**src/rtl/errfmt_pkg.sv**
```systemverilog
package errfmt_pkg;

  typedef enum logic [1:0] {
    FMT_LVL_HI = 2'b00,
    FMT_LVL_LO = 2'b01,
    FMT_PLS_HI = 2'b10,
    FMT_PLS_LO = 2'b11
  } fmt_e;

  function automatic logic fmt_is_pulse(input fmt_e f);
    return f[1];
  endfunction

  function automatic logic fmt_pin(input fmt_e f, input logic active);
    return active ^ f[0];
  endfunction

endpackage

```
**src/rtl/errfmt_pulse_timer.sv**
```systemverilog
module errfmt_pulse_timer #(
  parameter int CW = 8
) (
  input  logic          clk,
  input  logic          rst_n,
  input  logic          tick,
  input  logic          enable,
  input  logic          cancel,
  input  logic          trig,
  input  logic [CW-1:0] width,
  output logic          busy
);

  logic          trig_q;
  logic          busy_q, busy_d;
  logic [CW-1:0] cnt_q, cnt_d;
  logic          rise;

  assign rise = trig & ~trig_q;

  always_comb begin
    busy_d = busy_q;
    cnt_d  = cnt_q;
    if (!enable || cancel) begin
      busy_d = 1'b0;
      cnt_d  = '0;
    end else if (busy_q) begin
      if (tick) begin
        if (cnt_q >= width) begin
          busy_d = 1'b0;
        end else begin
          cnt_d = cnt_q + 1'b1;
        end
      end
    end else if (rise) begin
      busy_d = 1'b1;
      cnt_d  = '0;
    end
  end

  always_ff @(posedge clk or negedge rst_n) begin
    if (!rst_n) begin
      trig_q <= 1'b0;
      busy_q <= 1'b0;
      cnt_q  <= '0;
    end else begin
      trig_q <= trig;
      busy_q <= busy_d;
      cnt_q  <= cnt_d;
    end
  end

  assign busy = busy_q;

endmodule

```
**src/rtl/errfmt_chan.sv**
```systemverilog
module errfmt_chan
  import errfmt_pkg::*;
#(
  parameter int CW = 8
) (
  input  logic          clk,
  input  logic          rst_n,
  input  logic          tick,
  input  logic          err,
  input  logic [1:0]    fmt,
  input  logic [CW-1:0] width,
  output logic          active,
  output logic          pin
);

  fmt_e fmt_cur, fmt_q;
  logic lvl_q;
  logic fmt_chg;
  logic pls_busy;

  assign fmt_cur = fmt_e'(fmt);
  assign fmt_chg = (fmt_cur != fmt_q);

  errfmt_pulse_timer #(.CW(CW)) u_tmr (
    .clk    (clk),
    .rst_n  (rst_n),
    .tick   (tick),
    .enable (fmt_is_pulse(fmt_cur)),
    .cancel (fmt_chg),
    .trig   (err),
    .width  (width),
    .busy   (pls_busy)
  );

  always_ff @(posedge clk or negedge rst_n) begin
    if (!rst_n) begin
      lvl_q <= 1'b0;
      fmt_q <= FMT_LVL_HI;
    end else begin
      lvl_q <= err;
      fmt_q <= fmt_cur;
    end
  end

  assign active = fmt_is_pulse(fmt_cur) ? pls_busy : lvl_q;
  assign pin    = fmt_pin(fmt_cur, active);

endmodule

```
**src/rtl/errfmt_out.sv**
```systemverilog
module errfmt_out #(
  parameter int CW = 8
) (
  input  logic          clk,
  input  logic          rst_n,
  input  logic          tick,
  input  logic          sys_err_in,
  input  logic [1:0]    sys_fmt,
  input  logic [CW-1:0] sys_width,
  input  logic          clk_err_in,
  input  logic [1:0]    clk_fmt,
  input  logic [CW-1:0] clk_width,
  input  logic          route_sys_to_inta,
  output logic          sys_err_out,
  output logic          clk_err_out,
  output logic          inta_n
);

  localparam int NCH = 2;
  localparam int SYS = 0;
  localparam int CKE = 1;

  logic [NCH-1:0]         err_v;
  logic [NCH-1:0][1:0]    fmt_v;
  logic [NCH-1:0][CW-1:0] wid_v;
  logic [NCH-1:0]         act_v;
  logic [NCH-1:0]         pin_v;

  assign err_v[SYS] = sys_err_in;
  assign err_v[CKE] = clk_err_in;
  assign fmt_v[SYS] = sys_fmt;
  assign fmt_v[CKE] = clk_fmt;
  assign wid_v[SYS] = sys_width;
  assign wid_v[CKE] = clk_width;

  for (genvar gi = 0; gi < NCH; gi++) begin : g_ch
    errfmt_chan #(.CW(CW)) u_ch (
      .clk    (clk),
      .rst_n  (rst_n),
      .tick   (tick),
      .err    (err_v[gi]),
      .fmt    (fmt_v[gi]),
      .width  (wid_v[gi]),
      .active (act_v[gi]),
      .pin    (pin_v[gi])
    );
  end

  assign sys_err_out = pin_v[SYS];
  assign clk_err_out = pin_v[CKE];
  assign inta_n      = ~(route_sys_to_inta & act_v[SYS]);

endmodule

```
**config.mk**
```make
export PLATFORM = sky130hd
export DESIGN_NAME = errfmt_out
export DESIGN_NICKNAME = d
export VERILOG_FILES = /design/src/rtl/errfmt_pkg.sv /design/src/rtl/errfmt_pulse_timer.sv /design/src/rtl/errfmt_chan.sv /design/src/rtl/errfmt_out.sv
export SDC_FILE = /design/constraint.sdc
export NUM_CORES = 1
export LEC_CHECK = 0
export ABC_AREA = 1
export BUFFER_PORTS_ARGS = -buffer_cell sky130_fd_sc_hd__buf_2
export CAP_MARGIN = 25
export CORE_MARGIN = 2
export CORE_UTILIZATION = 40
export DETAILED_ROUTE_END_ITERATION = 7
export PLACE_DENSITY = 0.67
export SYNTH_ARGS = -nofsm -noshare
export SYNTH_HDL_FRONTEND = slang
export SYNTH_SLANG_ARGS = --single-unit
```
**constraint.sdc**
```tcl
create_clock -name clk -period 2.2 [get_ports clk]
set_input_delay 0.44 -clock clk [delete_from_list [all_inputs] [get_ports clk]]
set_output_delay 0.44 -clock clk [all_outputs]
set_load 0.005 [all_outputs]
```
# Word-level counts from Yosys, hierarchy flattened
# Index checks and enable logic that the tools add are counted.
[totals] n_memories=0 mem_bits_ro=0 ram_bits=0 inputBits=26 wordCells=56 latchBits=0 output_inout_bits=3 ff_bits=24
[classes] n_mul=0 n_div=0 n_reduce_logical=8 order_cmp=2 n_eq_ne=6 n_addsub=2 muxes=22 n_bitwise=8 n_shift=0
[op_table] op="$mux W8" count=10
[op_table] op="$add A8 B1 Y8 const B" count=2
[op_table] op="$ge A8 B8 Y1" count=2
[op_table] op="$mux W1" count=12
[op_table] op="$ne A3 B2 Y1 const B" count=2
[op_table] op="$ne A3 B3 Y1 const B" count=2
[op_table] op="$reduce_and A3 Y1" count=2
[op_table] op="$reduce_bool A3 Y1" count=2
[op_table] op="$ne A2 B2 Y1" count=2
[op_table] op="$and A1 B1 Y1" count=3
[op_table] op="$not A1 Y1" count=3
[op_table] op="$logic_not A1 Y1" count=2
[op_table] op="$logic_or A1 B1 Y1" count=2
[op_table] op="$xor A1 B1 Y1" count=2

# Logic depth before layout (Yosys ltp)
# Gate-level depths: netlist of the first run.
[logic_depth] ltp_word=5 ltp_mapped=13 depth_no_buf=13

# Modules after synthesis
# From an unflattened synthesis of the first run, not the netlist that was laid out.
[unflattened] hier_cells=275 area_unflattened_um2=1955.6
[modules_own_cells] module="errfmt_pulse_timer" n_inst=2 seq_area_each_um2=250.2 area_each_um2=829.5 cells_per_inst=119
[modules_own_cells] module="errfmt_chan" n_inst=2 seq_area_each_um2=75.1 area_each_um2=146.4 cells_per_inst=18
[modules_own_cells] module="errfmt_out" n_inst=1 seq_area_each_um2=0.0 area_each_um2=3.8 cells_per_inst=1

# Worst setup path after synthesis of the first run
# No wires, ideal clock.
[synth_timing] path_type="input to register" start="input port sys_width[7]" end="register g_ch[0].u_ch.u_tmr.cnt_q[4]" path_buffers=0 required_time_ns=2.083 stages=9 arrival_time_ns=1.486 setup_time_ns=0.117 path_slack_ns=0.597 cell_sequence="inv_1 > ha_1 > a21o_1 > nor2_1 > nand3_2 > nand2_8 > nand3_4 > nand2_1 > nand2_1"
[synth_via] elab_chain_cells=3
[synth_rtl] element="start, declared" line="errfmt_out.sv:9" source="input logic [CW-1:0] sys_width,"
[synth_rtl] element="$ge A8 B8 Y1" line="errfmt_pulse_timer.sv:29" source="if (cnt_q >= width) begin"
[synth_rtl] element="$ne A3 B3 Y1 (no source line)"
[synth_rtl] element="$reduce_and A3 Y1 (no source line)"
[synth_rtl] element="end signal, assigned" line="errfmt_pulse_timer.sv:49" source="cnt_q <= cnt_d;"
[synth_rtl] element="end, declared" line="errfmt_pulse_timer.sv:16" source="logic [CW-1:0] cnt_q, cnt_d;"
# Every way passes these cells.
# A chain may end at the register's enable or synchronous reset.

# Worst setup path in the final report of the first run
[layout_timing] start="register g_ch[0].u_ch.u_tmr.cnt_q[5]" end="register g_ch[0].u_ch.u_tmr.cnt_q[1]"
[layout_via] elab_chain_cells=3
[layout_rtl] element="$ge A8 B8 Y1" line="errfmt_pulse_timer.sv:29"
[layout_rtl] element="$ne A3 B3 Y1 (no source line)"
[layout_rtl] element="$reduce_and A3 Y1 (no source line)"
# Every way passes these cells.

==> results of run 1 <==
worst max-delay path, cell delays in order, from the launching register on:
cell,delay [ns]
dfrtp_1,0.46
ha_1,0.32
a21oi_1,0.15
nor2_1,0.05
nor2_1,0.14
nand3_2,0.17
nand2_8,0.13
nand3_4,0.11
nand2_1,0.09
nand2_1,0.04
final cells by class:
cell class | instances | share of cell area, %
flip-flops and latches | 24 | 28.27
repair buffers | 28 | 6.596
well taps | 52 | 3.062
multi-input cells | 184 | 51.00
clock buffers | 3 | 1.943
inverters | 43 | 7.715
clock inverters | 1 | 1.413
logic make-up (layout without fill, tap and decap cells):
kind of cell / after synthesis / count (layout)
AO/OA/AOI/OAI: 13 / 13
XOR/XNOR: 10 / 10
adder cells (fa/ha/maj): 18 / 18
buffers and inverters: 43 / 75
flip-flops: 24 / 24
AND/OR/NAND/NOR: 143 / 143
report_power, final:
part	internal, mW	switching (mW)
clock	0.243	0.140
combinational	0.0422	0.0601
sequential	0.447	0.00376
total	0.733	0.204
registers in the layout (all words and copies together) (netlist names):
signal                 count
g_ch.u_ch.fmt_q            4
g_ch.u_ch.lvl_q            2
g_ch.u_ch.u_tmr.busy       2
g_ch.u_ch.u_tmr.cnt_q     16
placed cells by master, fill, tap and decap left out:
| master | netlist | routed |
|---|---|---|
| o21ai_0 | 2 | 2 |
| xnor2_1 | 4 | 4 |
| nand3_1 | 17 | 17 |
| xor2_1 | 6 | 6 |
| nand2_8 | 1 | 1 |
| or2_0 | 1 | 1 |
| nand3_4 | 1 | 1 |
| a21oi_1 | 7 | 7 |
| a31oi_1 | 2 | 2 |
| a21o_1 | 1 | 1 |
| o21a_1 | 1 | 1 |
| nand2_4 | 3 | 3 |
| nand3_2 | 1 | 1 |
| nor2_4 | 2 | 2 |
| ha_1 | 18 | 18 |
| or2_1 | 3 | 3 |
| nor2_1 | 23 | 23 |
| nand4_1 | 11 | 11 |
| nand2_1 | 70 | 70 |
| inv_2 | 3 | 3 |
| nor2_2 | 2 | 2 |
| nor3_1 | 2 | 2 |
| clkbuf_8 | 0 | 3 |
| buf_2 | 0 | 28 |
| bufinv_16 | 0 | 1 |
| nand2_2 | 5 | 5 |
| inv_4 | 1 | 1 |
| dfrtp_1 | 24 | 24 |
| inv_1 | 39 | 39 |
| nand4_2 | 1 | 1 |
worst max-delay path by stage:
stage                                              to  slack (ns)  depth (start not counted)
final                     g_ch[0].u_ch.u_tmr.cnt_q[1]        0.44                          9
after global routing      g_ch[0].u_ch.u_tmr.cnt_q[1]        0.27                          9
after CTS                 g_ch[0].u_ch.u_tmr.cnt_q[1]        0.41                          9
after detailed placement  g_ch[0].u_ch.u_tmr.cnt_q[3]        0.32                         10
after global placement    g_ch[0].u_ch.u_tmr.cnt_q[1]        0.35                         10
after floorplan           g_ch[0].u_ch.u_tmr.cnt_q[4]        0.60                          9
per-stage QoR:
step | total power, mW | utilization [%]
floorplan | 0.5157 | -
global placement | 0.5622 | 46.51
detailed placement | 0.5643 | 46.51
CTS | 0.9516 | 48.13
global route | 0.9922 | 48.13
finish | 0.9363 | 48.13
metal layers:
metal | part of all wire (%) | vias to the layer above | global-route usage [%] | wire length [µm]
met1 | 51 | 692 | 20.11 | 1666
met4 | 0.77 | 0 | 2.516 | 25
li1 | - | 858 | - | -
met5 | 0 | - | 0 | 0
met2 | 44 | 23 | 23.87 | 1410
met3 | 4.2 | 4 | 2.917 | 137
==> impl_results.html, run 1 <==
<table>
<tr><th>Metric</th><th>Value</th></tr>
<tr><th colspan="2">Clock network</th></tr>
<tr><td>Library cell used as clock root buffer</td><td>clkbuf_8</td></tr>
<tr><td>Count of hold-fix buffers inserted at cts</td><td>0</td></tr>
<tr><td>Total CTS buffers</td><td>3</td></tr>
<tr><td>Total of cells resized after clock tree synthesis</td><td>0</td></tr>
<tr><td>CTS tree</td><td>built</td></tr>
<tr><td>Clock latency reported for the late side of the worst-skew pair</td><td>0.27 ns</td></tr>
<tr><td>Clock H-tree levels</td><td>1</td></tr>
<tr><td>Buffers inserted by post-CTS timing repair</td><td>0</td></tr>
<tr><td>Clock transition at the registers of the reported paths</td><td>0.09 ns</td></tr>
<tr><td>Clock Sink Count</td><td>24</td></tr>
<tr><td>Buffers from clock root to sink, at most</td><td>2</td></tr>
<tr><th colspan="2">STA</th></tr>
<tr><td>Final setup skew</td><td>between 0.007 and 0.008 ns</td></tr>
<tr><td>Endpoints failing hold</td><td>0</td></tr>
<tr><td>Fin worst setup slack</td><td>~0.44 ns</td></tr>
<tr><td>Tcrit/Tclk final</td><td>roughly 80%</td></tr>
<tr><td>Final Setup Violations</td><td>0</td></tr>
<tr><td>Slew at the pin with the worst max-slew slack</td><td>0.5388 ns</td></tr>
<tr><td>Post-route setup TNS</td><td>0 ns</td></tr>
<tr><td>Clock period minus final worst setup slack</td><td>around 1.8 ns</td></tr>
<tr><td>Max-slew headroom at the worst pin</td><td>between 60% and 70%</td></tr>
<tr><td>Unrepaired setup endpoints after global routing</td><td>no</td></tr>
<tr><td>Fmax</td><td>0.5681 GHz</td></tr>
<tr><td>Number of slew-limit violations in the final report</td><td>0</td></tr>
<tr><td>Hold Worst Slack</td><td>about 0.14 ns</td></tr>
<tr><th colspan="2">Critical path</th></tr>
<tr><td>Beginning of the worst register-to-register path</td><td>g_ch[0].u_ch.u_tmr.cnt_q[5]</td></tr>
<tr><td>Highest net fanout along the worst path</td><td>9</td></tr>
<tr><td>Startpoint Class</td><td>register</td></tr>
<tr><td>Crit path DAT</td><td>approximately 1.9 ns</td></tr>
<tr><td>Reg2Reg Setup Slack</td><td>~0.44 ns</td></tr>
<tr><td>Critical R2R Capture</td><td>g_ch[0].u_ch.u_tmr.cnt_q[1]</td></tr>
<tr><td>Critical path origin</td><td>g_ch[0].u_ch.u_tmr.cnt_q[5]</td></tr>
<tr><td>Crit. End Element</td><td>register</td></tr>
<tr><td>Number of cells traversed by the worst register-to-register path</td><td>9</td></tr>
<tr><td>Data required time of the critical path</td><td>between 2 and 2.5 ns</td></tr>
<tr><td>Critical Setup Path Class</td><td>register to register</td></tr>
<tr><th colspan="2">Synthesis</th></tr>
<tr><td>Number of nets produced by synthesis</td><td>a little under 300</td></tr>
<tr><td>Synth Warn #</td><td>0</td></tr>
<tr><td>Mux cell area share after synthesis</td><td>0%</td></tr>
<tr><td>Most instantiated library cell after synthesis</td><td>nand2_1</td></tr>
<tr><td>Number of enable-type register cells in the synthesized netlist</td><td>0</td></tr>
<tr><td>Post-Synth Simple-Gate Area</td><td>37.78%</td></tr>
<tr><td>Netlist area before placement</td><td>1848 µm²</td></tr>
<tr><td>Top cells by count, synth</td><td>nand2_1, inv_1, dfrtp_1</td></tr>
<tr><td>Asr flop ratio synth</td><td>between 90% and 100%</td></tr>
<tr><td>Area fraction in compound gates after synthesis</td><td>3.927%</td></tr>
<tr><td>Area share of the largest cell type after synthesis</td><td>32.50%</td></tr>
<tr><td>FF+latch count, synth</td><td>24</td></tr>
<tr><td>Cell count after synthesis</td><td>~250</td></tr>
<tr><td>Library cell with the largest summed area after synthesis</td><td>dfrtp_1</td></tr>
<tr><td>Dominant combinational cell family by area after synthesis</td><td>simple AND/OR/NAND/NOR gates</td></tr>
<tr><td>Predominant post-synthesis flop cell</td><td>dfrtp_1</td></tr>
<tr><td>Synth area leaders</td><td>dfrtp_1, nand2_1, ha_1, inv_1, nor2_1</td></tr>
<tr><td>Parity-gate share of the synthesized area counting xor and xnor cells</td><td>roughly 4.7%</td></tr>
<tr><td>Adder-cell area share of the yosys netlist</td><td>12.19%</td></tr>
<tr><td>Mean post-synth cell area</td><td>around 7.4 µm²</td></tr>
<tr><td>Share of the yosys chip area belonging to registers</td><td>between 30% and 40%</td></tr>
<tr><td>Library cells used by synthesis</td><td>27</td></tr>
<tr><th colspan="2">Finish</th></tr>
<tr><td>Area occupied by multi-input gates</td><td>about 1100 µm²</td></tr>
<tr><td>Final standard cell area without fillers</td><td>approximately 2100 µm²</td></tr>
<tr><td>Final-stage net count</td><td>about 330</td></tr>
<tr><td>Share of cells above drive strength 1</td><td>between 15 and 20%</td></tr>
<tr><td>Ant. Diodes</td><td>0</td></tr>
<tr><td>Area growth from synthesis to final layout</td><td>14.96%</td></tr>
<tr><td>Reg area</td><td>~600 µm²</td></tr>
<tr><td>Final standard cell count with taps included and fillers excluded</td><td>approximately 340</td></tr>
<tr><td>Count of filler cells inserted in the layout</td><td>445</td></tr>
<tr><th colspan="2">Place</th></tr>
<tr><td>Placed cell area</td><td>between 2000 and 2500 µm²</td></tr>
<tr><td>Buffers added on ports</td><td>28</td></tr>
<tr><td>Minimum setup slack after placement</td><td>0.3210 ns</td></tr>
<tr><td>Cell total after placement</td><td>approximately 330</td></tr>
<tr><td>HPWL reported at the end of detailed placement</td><td>around 2600 µm</td></tr>
<tr><td>GP Congestion</td><td>0.8527</td></tr>
<tr><th colspan="2">Global route</th></tr>
<tr><td>Number of antenna violations at the first check in global routing</td><td>0</td></tr>
<tr><td>Maximum number of pins on one net before global-route repair</td><td>25</td></tr>
<tr><td>GRT Residual Overflow</td><td>0</td></tr>
<tr><td>Global router's overall resource usage</td><td>between 10 and 15%</td></tr>
<tr><td>Global-route wire length before repair</td><td>a little over 6000 µm</td></tr>
<tr><td>Vias in the first global route</td><td>~1,500</td></tr>
<tr><th colspan="2">Floorplanning</th></tr>
<tr><td>Starting Density</td><td>a little over two fifths</td></tr>
<tr><td>Die X-Extent</td><td>71.97 µm</td></tr>
<tr><td># IOs</td><td>29</td></tr>
<tr><td>Die H</td><td>slightly above 70 µm</td></tr>
<tr><td>Total number of placement rows</td><td>24</td></tr>
<tr><td>Core footprint</td><td>approximately 4400 µm²</td></tr>
<tr><td>Die Outline Area</td><td>~5200 µm²</td></tr>
<tr><th colspan="2">Detailed routing</th></tr>
<tr><td>Iteration count of the initial detailed-routing pass</td><td>4</td></tr>
<tr><td>DRC violation total after the first TritonRoute iteration</td><td>74</td></tr>
<tr><td>DR vias/cell</td><td>roughly 4.7</td></tr>
<tr><td>Antenna violation net count after detailed routing</td><td>0</td></tr>
<tr><td>Average detailed-routed wire length per instance</td><td>about 9.7 µm</td></tr>
<tr><td>Final routed wirelength across all metal layers</td><td>3240 µm</td></tr>
<tr><td>Total vias in the final route</td><td>1,577</td></tr>
<tr><td>Remaining design rule violation count</td><td>0</td></tr>
<tr><th colspan="2">Run status</th></tr>
<tr><td>Result of the run</td><td>finished, final reports clean</td></tr>
<tr><th colspan="2">Pwr</th></tr>
<tr><td>PwrDens</td><td>between 400 and 500 nW/µm²</td></tr>
<tr><td>Reported leakage power</td><td>approximately 1.2 nW</td></tr>
<tr><td>Peak VDD IR</td><td>0.4594 mV</td></tr>
<tr><th colspan="2">Min path</th></tr>
<tr><td>Class of the worst hold path</td><td>input pin to async pin</td></tr>
<tr><th colspan="2">Job</th></tr>
<tr><td>Max Cap Violations</td><td>0</td></tr>
</table>
(Power assumes the default switching activity.)
==> inputs of run 2 (changes only) <==
--- a/config.mk
+++ b/config.mk
@@ -11,7 +11,7 @@
 export CORE_MARGIN = 2
 export CORE_UTILIZATION = 40
 export DETAILED_ROUTE_END_ITERATION = 7
-export PLACE_DENSITY = 0.67
+export PLACE_DENSITY = 0.69
 export SYNTH_ARGS = -nofsm -noshare
 export SYNTH_HDL_FRONTEND = slang
 export SYNTH_SLANG_ARGS = --single-unit
==> constraint.sdc (replaced) <==
create_clock -name clk -period 1.5 [get_ports clk]
set_input_delay 0.3 -clock clk [delete_from_list [all_inputs] [get_ports clk]]
set_output_delay 0.3 -clock clk [all_outputs]
set_load 0.005 [all_outputs]
==> run 2 against run 1 <==
The flow now finishes with violations (setup timing). Fmax rose by 7.3%. Clock-buffer cell count up 1. Non-clock buffer count rose by 31. Clock skew down 0.0027 ns. Flip-flop and latch count unchanged. Via count is 14% higher. First-iteration DRC count grew 12%. Final cell count is 9.3% higher.
==> impl_results.html, run 2 (same netlist as run 1, synthesis figures left out) <==
<table>
<tr><th>Metric</th><th>Value</th></tr>
<tr><th colspan="2">Critical path</th></tr>
<tr><td>Crit path buffers/inverters</td><td>0</td></tr>
<tr><td>Startpoint Class</td><td>register</td></tr>
<tr><td>Highest net fanout along the worst path</td><td>8</td></tr>
<tr><td>Crit-path cells</td><td>ha_4 -&gt; a21o_1 -&gt; nor2_2 -&gt; nand3_2 -&gt; nand2_8 -&gt; nand3_4 -&gt; nand2_1 -&gt; nand2_1</td></tr>
<tr><td>Crit path DAT</td><td>between 1.5 and 2 ns</td></tr>
<tr><td>Critical Setup Path Class</td><td>register to register</td></tr>
<tr><td>Maximum single-stage delay on the critical path</td><td>0.42 ns</td></tr>
<tr><td>Top cell family by delay on the critical path</td><td>simple AND/OR/NAND/NOR gates</td></tr>
<tr><td>Data required time of the critical path</td><td>about 1.7 ns</td></tr>
<tr><td>Crit. End Element</td><td>register</td></tr>
<tr><td>Cell type of the slowest stage on the worst timing path</td><td>dfrtp_1</td></tr>
<tr><td>Most frequent cell on the critical path</td><td>nand2_1</td></tr>
<tr><th colspan="2">Clock network</th></tr>
<tr><td>CTS tree</td><td>built</td></tr>
<tr><td>Total CTS buffers</td><td>3</td></tr>
<tr><td>Clock latency reported for the late side of the worst-skew pair</td><td>0.27 ns</td></tr>
<tr><td>Clock transition at the registers of the reported paths</td><td>roughly 0.090 ns</td></tr>
<tr><td>Clock Sink Count</td><td>24</td></tr>
<tr><td>Buffers from clock root to sink, at most</td><td>2</td></tr>
<tr><td>Clock H-tree levels</td><td>1</td></tr>
<tr><td>Library cell used as clock root buffer</td><td>clkbuf_8</td></tr>
<tr><td>Count of hold-fix buffers inserted at cts</td><td>0</td></tr>
<tr><th colspan="2">Global route</th></tr>
<tr><td>Global routing usage on met2</td><td>between 20% and 30%</td></tr>
<tr><td>Number of antenna violations at the first check in global routing</td><td>0</td></tr>
<tr><td>Global router's overall resource usage</td><td>16.96%</td></tr>
<tr><td>Met1 demand-to-capacity share in global routing</td><td>between 20 and 25%</td></tr>
<tr><td>Vias in the first global route</td><td>1,642</td></tr>
<tr><td>Met3 Usage GRT</td><td>1.667%</td></tr>
<tr><td>Most Crowded Layer GR</td><td>met2</td></tr>
<tr><td>Maximum number of pins on one net before global-route repair</td><td>25</td></tr>
<tr><td>Global-route wire length before repair</td><td>~7100 µm</td></tr>
<tr><td>GRT Residual Overflow</td><td>0</td></tr>
<tr><th colspan="2">Finish</th></tr>
<tr><td>Area growth from synthesis to final layout</td><td>41.84%</td></tr>
<tr><td>Biggest registers after layout</td><td>g_ch.u_ch.u_tmr.cnt_q (16), g_ch.u_ch.fmt_q (4)</td></tr>
<tr><td>Largest reg by FF count</td><td>g_ch.u_ch.u_tmr.cnt_q</td></tr>
<tr><td>Share of cells above drive strength 1</td><td>between 40% and 50%</td></tr>
<tr><td>Count of filler cells inserted in the layout</td><td>395</td></tr>
<tr><td>Area occupied by multi-input gates</td><td>between 1000 and 1500 µm²</td></tr>
<tr><td>Most frequent cells in the layout</td><td>nand2_1, inv_1, buf_2, buf_4, dfrtp_1</td></tr>
<tr><td>Reg area</td><td>600.6 µm²</td></tr>
<tr><td>Final-stage net count</td><td>~360</td></tr>
<tr><td>Ant. Diodes</td><td>0</td></tr>
<tr><td>Largest register FFs</td><td>16</td></tr>
<tr><td>Most common cell after layout, fill and taps aside</td><td>nand2_1</td></tr>
<tr><th colspan="2">STA</th></tr>
<tr><td>Number of slew-limit violations in the final report</td><td>0</td></tr>
<tr><td>Tcrit/Tclk final</td><td>109.4%</td></tr>
<tr><td>Post-route setup TNS</td><td>-1.260 ns</td></tr>
<tr><td>Unrepaired setup endpoints after global routing</td><td>yes</td></tr>
<tr><td>Endpoints failing hold</td><td>0</td></tr>
<tr><td>Final Setup Violations</td><td>16</td></tr>
<tr><td>Final setup skew</td><td>0.004677 ns</td></tr>
<tr><td>Fin worst setup slack</td><td>-0.1405 ns</td></tr>
<tr><td>Fmax</td><td>between 0.6 and 0.7 GHz</td></tr>
<tr><td>Slew at the pin with the worst max-slew slack</td><td>approximately 0.57 ns</td></tr>
<tr><td>Max-slew headroom at the worst pin</td><td>between 60% and 70%</td></tr>
<tr><td>Clock period minus final worst setup slack</td><td>1.640 ns</td></tr>
<tr><th colspan="2">Pwr</th></tr>
<tr><td>Peak VDD IR</td><td>0.3679 mV</td></tr>
<tr><td>Reported leakage power</td><td>1.389 nW</td></tr>
<tr><td>PwrDens</td><td>500.8 nW/µm²</td></tr>
<tr><th colspan="2">Detailed routing</th></tr>
<tr><td>Remaining design rule violation count</td><td>0</td></tr>
<tr><td>DR vias/cell</td><td>~4.9</td></tr>
<tr><td>Total vias in the final route</td><td>between 1,500 and 2,000</td></tr>
<tr><td>Iteration count of the initial detailed-routing pass</td><td>4</td></tr>
<tr><td>Average detailed-routed wire length per instance</td><td>12.37 µm</td></tr>
<tr><td>DRC violation total after the first TritonRoute iteration</td><td>between 80 and 90</td></tr>
<tr><td>Antenna violation net count after detailed routing</td><td>0</td></tr>
<tr><td>Final routed wirelength across all metal layers</td><td>around 4500 µm</td></tr>
<tr><th colspan="2">Min path</th></tr>
<tr><td>Class of the worst hold path</td><td>input pin to async pin</td></tr>
<tr><th colspan="2">Floorplanning</th></tr>
<tr><td>Die H</td><td>71.97 µm</td></tr>
<tr><td>Die X-Extent</td><td>just over 70 µm</td></tr>
<tr><td>Starting Density</td><td>a little over two fifths</td></tr>
<tr><td>Core footprint</td><td>4414 µm²</td></tr>
<tr><td># IOs</td><td>29</td></tr>
<tr><td>Total number of placement rows</td><td>24</td></tr>
<tr><td>Die Outline Area</td><td>~5200 µm²</td></tr>
<tr><th colspan="2">Place</th></tr>
<tr><td>Buffers added on ports</td><td>28</td></tr>
<tr><td>GP Congestion</td><td>0.8383</td></tr>
<tr><td>Minimum setup slack after placement</td><td>-0.1870 ns</td></tr>
<tr><td>HPWL reported at the end of detailed placement</td><td>roughly 3000 µm</td></tr>
<tr><th colspan="2">Job</th></tr>
<tr><td>Max Cap Violations</td><td>0</td></tr>
<tr><th colspan="2">Run status</th></tr>
<tr><td>Result of the run</td><td>finished with violations</td></tr>
<tr><td>Failing checks</td><td>setup timing</td></tr>
</table>
==> run 2: cell count changes in the layout (fill, tap and decap cells not counted), moves of 8 or more <==
cell     delta
buf_4      +27
ha_1        -9
ha_4        +9
nand2_1    -18
nand2_2    +16
nand3_1     -8
nand3_2     +8
==> run 2: what timing repair did <==
item / in CTS / in global routing
gates resized for setup: 19 / 36
buffers inserted: 6 / 3
endpoints found under the setup margin: 18 / 19
cloned: 0 / 0
pin swaps: 12 / 23
==> run 2: per-layer routing <==
metal | wire length (µm) | vias up
met4 | 53 | 0
met3 | 116 | 8
met5 | 0 | -
met2 | 2341 | 40
met1 | 2015 | 826
li1 | - | 921
==> run 2: metrics by stage <==
stage	cell area [µm²]	hold WS, ns	std cells	util, %	power [mW]
2_1_floorplan	1848	0.004409	251	-	0.7564
3_3_place_gp	2218	0.3172	353	50.26	0.8280
3_5_place_dp	2218	0.3249	353	50.26	0.8341
4_1_cts	2426	0.03151	363	54.96	1.294
5_1_grt	2621	0.05286	366	59.38	1.369
6_report	2621	0.01007	366	59.38	1.313
==> run 2: area by class of cell <==
| class | count | share of cell area [%] |
|---|---|---|
| Clock buffer | 4 | 2.100 |
| Inverter | 43 | 6.253 |
| Multi-Input combinational cell | 184 | 51.12 |
| Sequential cell | 24 | 22.91 |
| Tap cell | 52 | 2.482 |
| Timing Repair Buffer | 59 | 15.13 |
==> run 2: worst register-to-register path, cell delays in order (launching register included) <==
cell     delay, ns
dfrtp_1       0.42
ha_4          0.26
a21o_1        0.18
nor2_2        0.13
nand3_2       0.14
nand2_8       0.12
nand3_4       0.13
nand2_1       0.10
nand2_1       0.05
==> run 2: worst paths after layout <==
kind	from	to	slack (ns)	depth (start not counted)
worst max-delay path	g_ch[0].u_ch.u_tmr.cnt_q[7]	g_ch[0].u_ch.u_tmr.cnt_q[5]	-0.14	8
worst min-delay path	rst_n	g_ch[0].u_ch.u_tmr.cnt_q[3]	0.01	1
worst max register to register	g_ch[0].u_ch.u_tmr.cnt_q[7]	g_ch[0].u_ch.u_tmr.cnt_q[5]	-0.14	8
worst min register to register	g_ch[1].u_ch.u_tmr.cnt_q[6]	g_ch[1].u_ch.u_tmr.cnt_q[6]	0.60	3
max in group asynchronous	rst_n	g_ch[1].u_ch.u_tmr.cnt_q[2]	1.11	1
min in group clk	sys_err_in	g_ch[0].u_ch.lvl_q	0.15	1
==> run 2: where the power goes <==
part	leakage, nW	total, mW	switching (mW)	internal (mW)
sequential	0.321	0.661	0.00486	0.656
combinational	1.04	0.200	0.116	0.0836
clock	0.0288	0.452	0.218	0.234
total	1.39	1.31	0.339	0.974
==> inputs of run 3 (changes only) <==
--- a/config.mk
+++ b/config.mk
@@ -6,7 +6,7 @@
 export NUM_CORES = 1
 export LEC_CHECK = 0
 export ABC_AREA = 1
-export BUFFER_PORTS_ARGS = -buffer_cell sky130_fd_sc_hd__buf_2
+export BUFFER_PORTS_ARGS = -buffer_cell sky130_fd_sc_hd__clkbuf_2
 export CAP_MARGIN = 25
 export CORE_MARGIN = 2
 export CORE_UTILIZATION = 40
==> run 3 against run 2 <==
The run still ends with setup timing left. Utilization increased by 1.0 points. Final cell count is 1.1% higher. Fmax is 2.3% lower. Register-to-register slack got worse by 0.04 ns. First-iteration DRC count shrank 12%. Clock skew down 0.00054 ns. Routed wire length shrank 3.0%. Power fell by 5.2%. Sequential power about the same. Die area is the same. Sequential share of layout area decreased by 0.40 points. Setup slack worse by 0.039 ns. Critical path type unchanged.
==> impl_results.html, run 3 (same netlist as run 1, synthesis figures left out) <==
<table>
<tr><th>Metric</th><th>Value</th></tr>
<tr><th colspan="2">Clock network</th></tr>
<tr><td>CTS tree</td><td>built</td></tr>
<tr><td>Clock transition at the registers of the reported paths</td><td>roughly 0.080 ns</td></tr>
<tr><td>Clock latency reported for the late side of the worst-skew pair</td><td>~0.27 ns</td></tr>
<tr><td>Clock H-tree levels</td><td>1</td></tr>
<tr><td>Buffers from clock root to sink, at most</td><td>2</td></tr>
<tr><td>Clock Sink Count</td><td>24</td></tr>
<tr><td>Total CTS buffers</td><td>3</td></tr>
<tr><td>Library cell used as clock root buffer</td><td>clkbuf_8</td></tr>
<tr><th colspan="2">Finish</th></tr>
<tr><td>Final Util</td><td>between 60% and 70%</td></tr>
<tr><td>Share of cells above drive strength 1</td><td>41.19%</td></tr>
<tr><td>Biggest registers after layout</td><td>g_ch.u_ch.u_tmr.cnt_q (16), g_ch.u_ch.fmt_q (4)</td></tr>
<tr><td>Most common cell after layout, fill and taps aside</td><td>nand2_1</td></tr>
<tr><td>Largest register FFs</td><td>16</td></tr>
<tr><td>Ant. Diodes</td><td>0</td></tr>
<tr><td>Area growth from synthesis to final layout</td><td>44.35%</td></tr>
<tr><td>Final-stage net count</td><td>364</td></tr>
<tr><td>Largest reg by FF count</td><td>g_ch.u_ch.u_tmr.cnt_q</td></tr>
<tr><td>Count of filler cells inserted in the layout</td><td>roughly 380</td></tr>
<tr><td>Most frequent cells in the layout</td><td>nand2_1, inv_1, buf_4, clkbuf_2, dfrtp_1</td></tr>
<tr><th colspan="2">Floorplanning</th></tr>
<tr><td>Total number of placement rows</td><td>24</td></tr>
<tr><td>Die H</td><td>about 72 µm</td></tr>
<tr><td># IOs</td><td>29</td></tr>
<tr><td>Die X-Extent</td><td>about 72 µm</td></tr>
<tr><td>Die Outline Area</td><td>between 5000 and 6000 µm²</td></tr>
<tr><td>Starting Density</td><td>41.87%</td></tr>
<tr><td>Core footprint</td><td>4414 µm²</td></tr>
<tr><th colspan="2">STA</th></tr>
<tr><td>Max-slew headroom at the worst pin</td><td>59.51%</td></tr>
<tr><td>Slew at the pin with the worst max-slew slack</td><td>0.6074 ns</td></tr>
<tr><td>Post-route setup TNS</td><td>-1.755 ns</td></tr>
<tr><td>Tcrit/Tclk final</td><td>112.0%</td></tr>
<tr><td>Number of slew-limit violations in the final report</td><td>0</td></tr>
<tr><td>Endpoints failing hold</td><td>0</td></tr>
<tr><td>Clock period minus final worst setup slack</td><td>1.679 ns</td></tr>
<tr><td>Final Setup Violations</td><td>17</td></tr>
<tr><td>Fmax</td><td>between 0.5 and 0.6 GHz</td></tr>
<tr><td>Fin worst setup slack</td><td>-0.1795 ns</td></tr>
<tr><td>Final setup skew</td><td>roughly 0.0041 ns</td></tr>
<tr><td>Unrepaired setup endpoints after global routing</td><td>yes</td></tr>
<tr><td>Hold Worst Slack</td><td>between 0.02 and 0.025 ns</td></tr>
<tr><th colspan="2">Critical path</th></tr>
<tr><td>Data required time of the critical path</td><td>1.66 ns</td></tr>
<tr><td>Critical R2R Capture</td><td>g_ch[0].u_ch.u_tmr.cnt_q[5]</td></tr>
<tr><td>Critical Setup Path Class</td><td>register to register</td></tr>
<tr><td>Highest net fanout along the worst path</td><td>8</td></tr>
<tr><td>Crit. End Element</td><td>register</td></tr>
<tr><td>Startpoint Class</td><td>register</td></tr>
<tr><td>Number of cells traversed by the worst register-to-register path</td><td>9</td></tr>
<tr><td>Beginning of the worst register-to-register path</td><td>g_ch[0].u_ch.u_tmr.cnt_q[5]</td></tr>
<tr><td>Crit path DAT</td><td>roughly 1.8 ns</td></tr>
<tr><td>Reg2Reg Setup Slack</td><td>-0.18 ns</td></tr>
<tr><th colspan="2">Pwr</th></tr>
<tr><td>PwrDens</td><td>around 470 nW/µm²</td></tr>
<tr><td>Reported leakage power</td><td>~1.4 nW</td></tr>
<tr><td>Peak VDD IR</td><td>between 0.4 and 0.5 mV</td></tr>
<tr><th colspan="2">Min path</th></tr>
<tr><td>Class of the worst hold path</td><td>input pin to async pin</td></tr>
<tr><th colspan="2">Run status</th></tr>
<tr><td>Failing checks</td><td>setup timing</td></tr>
<tr><td>Result of the run</td><td>finished with violations</td></tr>
<tr><th colspan="2">Detailed routing</th></tr>
<tr><td>DRC violation total after the first TritonRoute iteration</td><td>73</td></tr>
<tr><td>Final routed wirelength across all metal layers</td><td>4388 µm</td></tr>
<tr><td>DR vias/cell</td><td>around 4.9</td></tr>
<tr><td>Remaining design rule violation count</td><td>0</td></tr>
<tr><td>Iteration count of the initial detailed-routing pass</td><td>4</td></tr>
<tr><td>Antenna violation net count after detailed routing</td><td>0</td></tr>
<tr><td>Total vias in the final route</td><td>about 1,800</td></tr>
<tr><td>Average detailed-routed wire length per instance</td><td>11.86 µm</td></tr>
<tr><th colspan="2">Global route</th></tr>
<tr><td>GRT Residual Overflow</td><td>0</td></tr>
<tr><td>Maximum number of pins on one net before global-route repair</td><td>25</td></tr>
<tr><td>Global-route wire length before repair</td><td>approximately 7200 µm</td></tr>
<tr><td>Number of antenna violations at the first check in global routing</td><td>0</td></tr>
<tr><td>Vias in the first global route</td><td>roughly 1,800</td></tr>
<tr><td>Global router's overall resource usage</td><td>around 17%</td></tr>
<tr><th colspan="2">Place</th></tr>
<tr><td>HPWL reported at the end of detailed placement</td><td>2901 µm</td></tr>
<tr><td>GP Congestion</td><td>0.8293</td></tr>
<tr><td>Buffers added on ports</td><td>28</td></tr>
<tr><th colspan="2">Job</th></tr>
<tr><td>Max Cap Violations</td><td>0</td></tr>
</table>
run 3: changes by cell type in the layout (fill, tap and decap cells not counted), moves of 2 or more:
| cell | change |
|---|---|
| buf_2 | -27 |
| buf_4 | +3 |
| buf_6 | +3 |
| clkbuf_2 | +27 |
| nand2_1 | +3 |
| nand2_2 | -4 |
| nand3_1 | -2 |
run 3: layout make-up:
class / instances / area (µm²) / share of cell area, %
Multi-Input combinational cell: 184 / 1364 / 51.13
Sequential cell: 24 / 600.6 / 22.51
Clock buffer: 3 / 41.29 / 1.548
Tap cell: 52 / 65.06 / 2.439
Timing Repair Buffer: 64 / 432.9 / 16.23
Inverter: 43 / 163.9 / 6.144
run 3: worst max-delay path: stages (launching register included):
cell	delay [ns]
dfrtp_1	0.42
ha_4	0.28
a21oi_4	0.14
nor2_2	0.05
nor2_2	0.16
nand3_4	0.13
nand2_8	0.11
nand3_4	0.12
nand2_1	0.10
nand2_1	0.06
run 3: metrics by stage:
step	area, µm²	cells	setup slack, ns	total power, mW
finish	2668	370	-0.1795	1.244
global route	2668	370	-0.2543	1.314
CTS	2402	364	-0.09165	1.224
detailed placement	2218	353	-0.1746	0.8327
global placement	2218	353	-0.1786	0.8282
floorplan	1848	251	-0.03844	0.7564
run 3: worst max path at each step:
| stage | startpoint | end |
|---|---|---|
| floorplan | g_ch[0].u_ch.u_tmr.cnt_q[5] | g_ch[0].u_ch.u_tmr.cnt_q[4] |
| global placement | sys_width[7] | g_ch[0].u_ch.u_tmr.cnt_q[3] |
| detailed placement | sys_width[5] | g_ch[0].u_ch.u_tmr.cnt_q[3] |
| CTS | g_ch[0].u_ch.u_tmr.cnt_q[7] | g_ch[0].u_ch.u_tmr.cnt_q[3] |
| global route | g_ch[0].u_ch.u_tmr.cnt_q[5] | g_ch[0].u_ch.u_tmr.cnt_q[5] |
| finish | g_ch[0].u_ch.u_tmr.cnt_q[5] | g_ch[0].u_ch.u_tmr.cnt_q[5] |
run 3: what timing repair did:
item | in CTS | in global routing
endpoints found under the setup margin | 18 | 20
pin swaps | 15 | 31
setup buffers | 8 | 7
hold buffers | 0 | 0
cloned | 0 | 0
gates resized for setup | 16 | 44
run 3: per-layer routing:
layer | track usage (%) | up-vias | share of wire (%)
met5 | 0 | - | 0
met4 | 5.870 | 0 | 2.4
met3 | 1.667 | 11 | 2.8
met2 | 31.17 | 41 | 53
met1 | 21.72 | 816 | 42
li1 | - | 930 | -
run 3: report_power, final:
group / switching, mW / internal (mW)
sequential: 0.00488 / 0.656
clock: 0.203 / 0.180
combinational: 0.116 / 0.0846
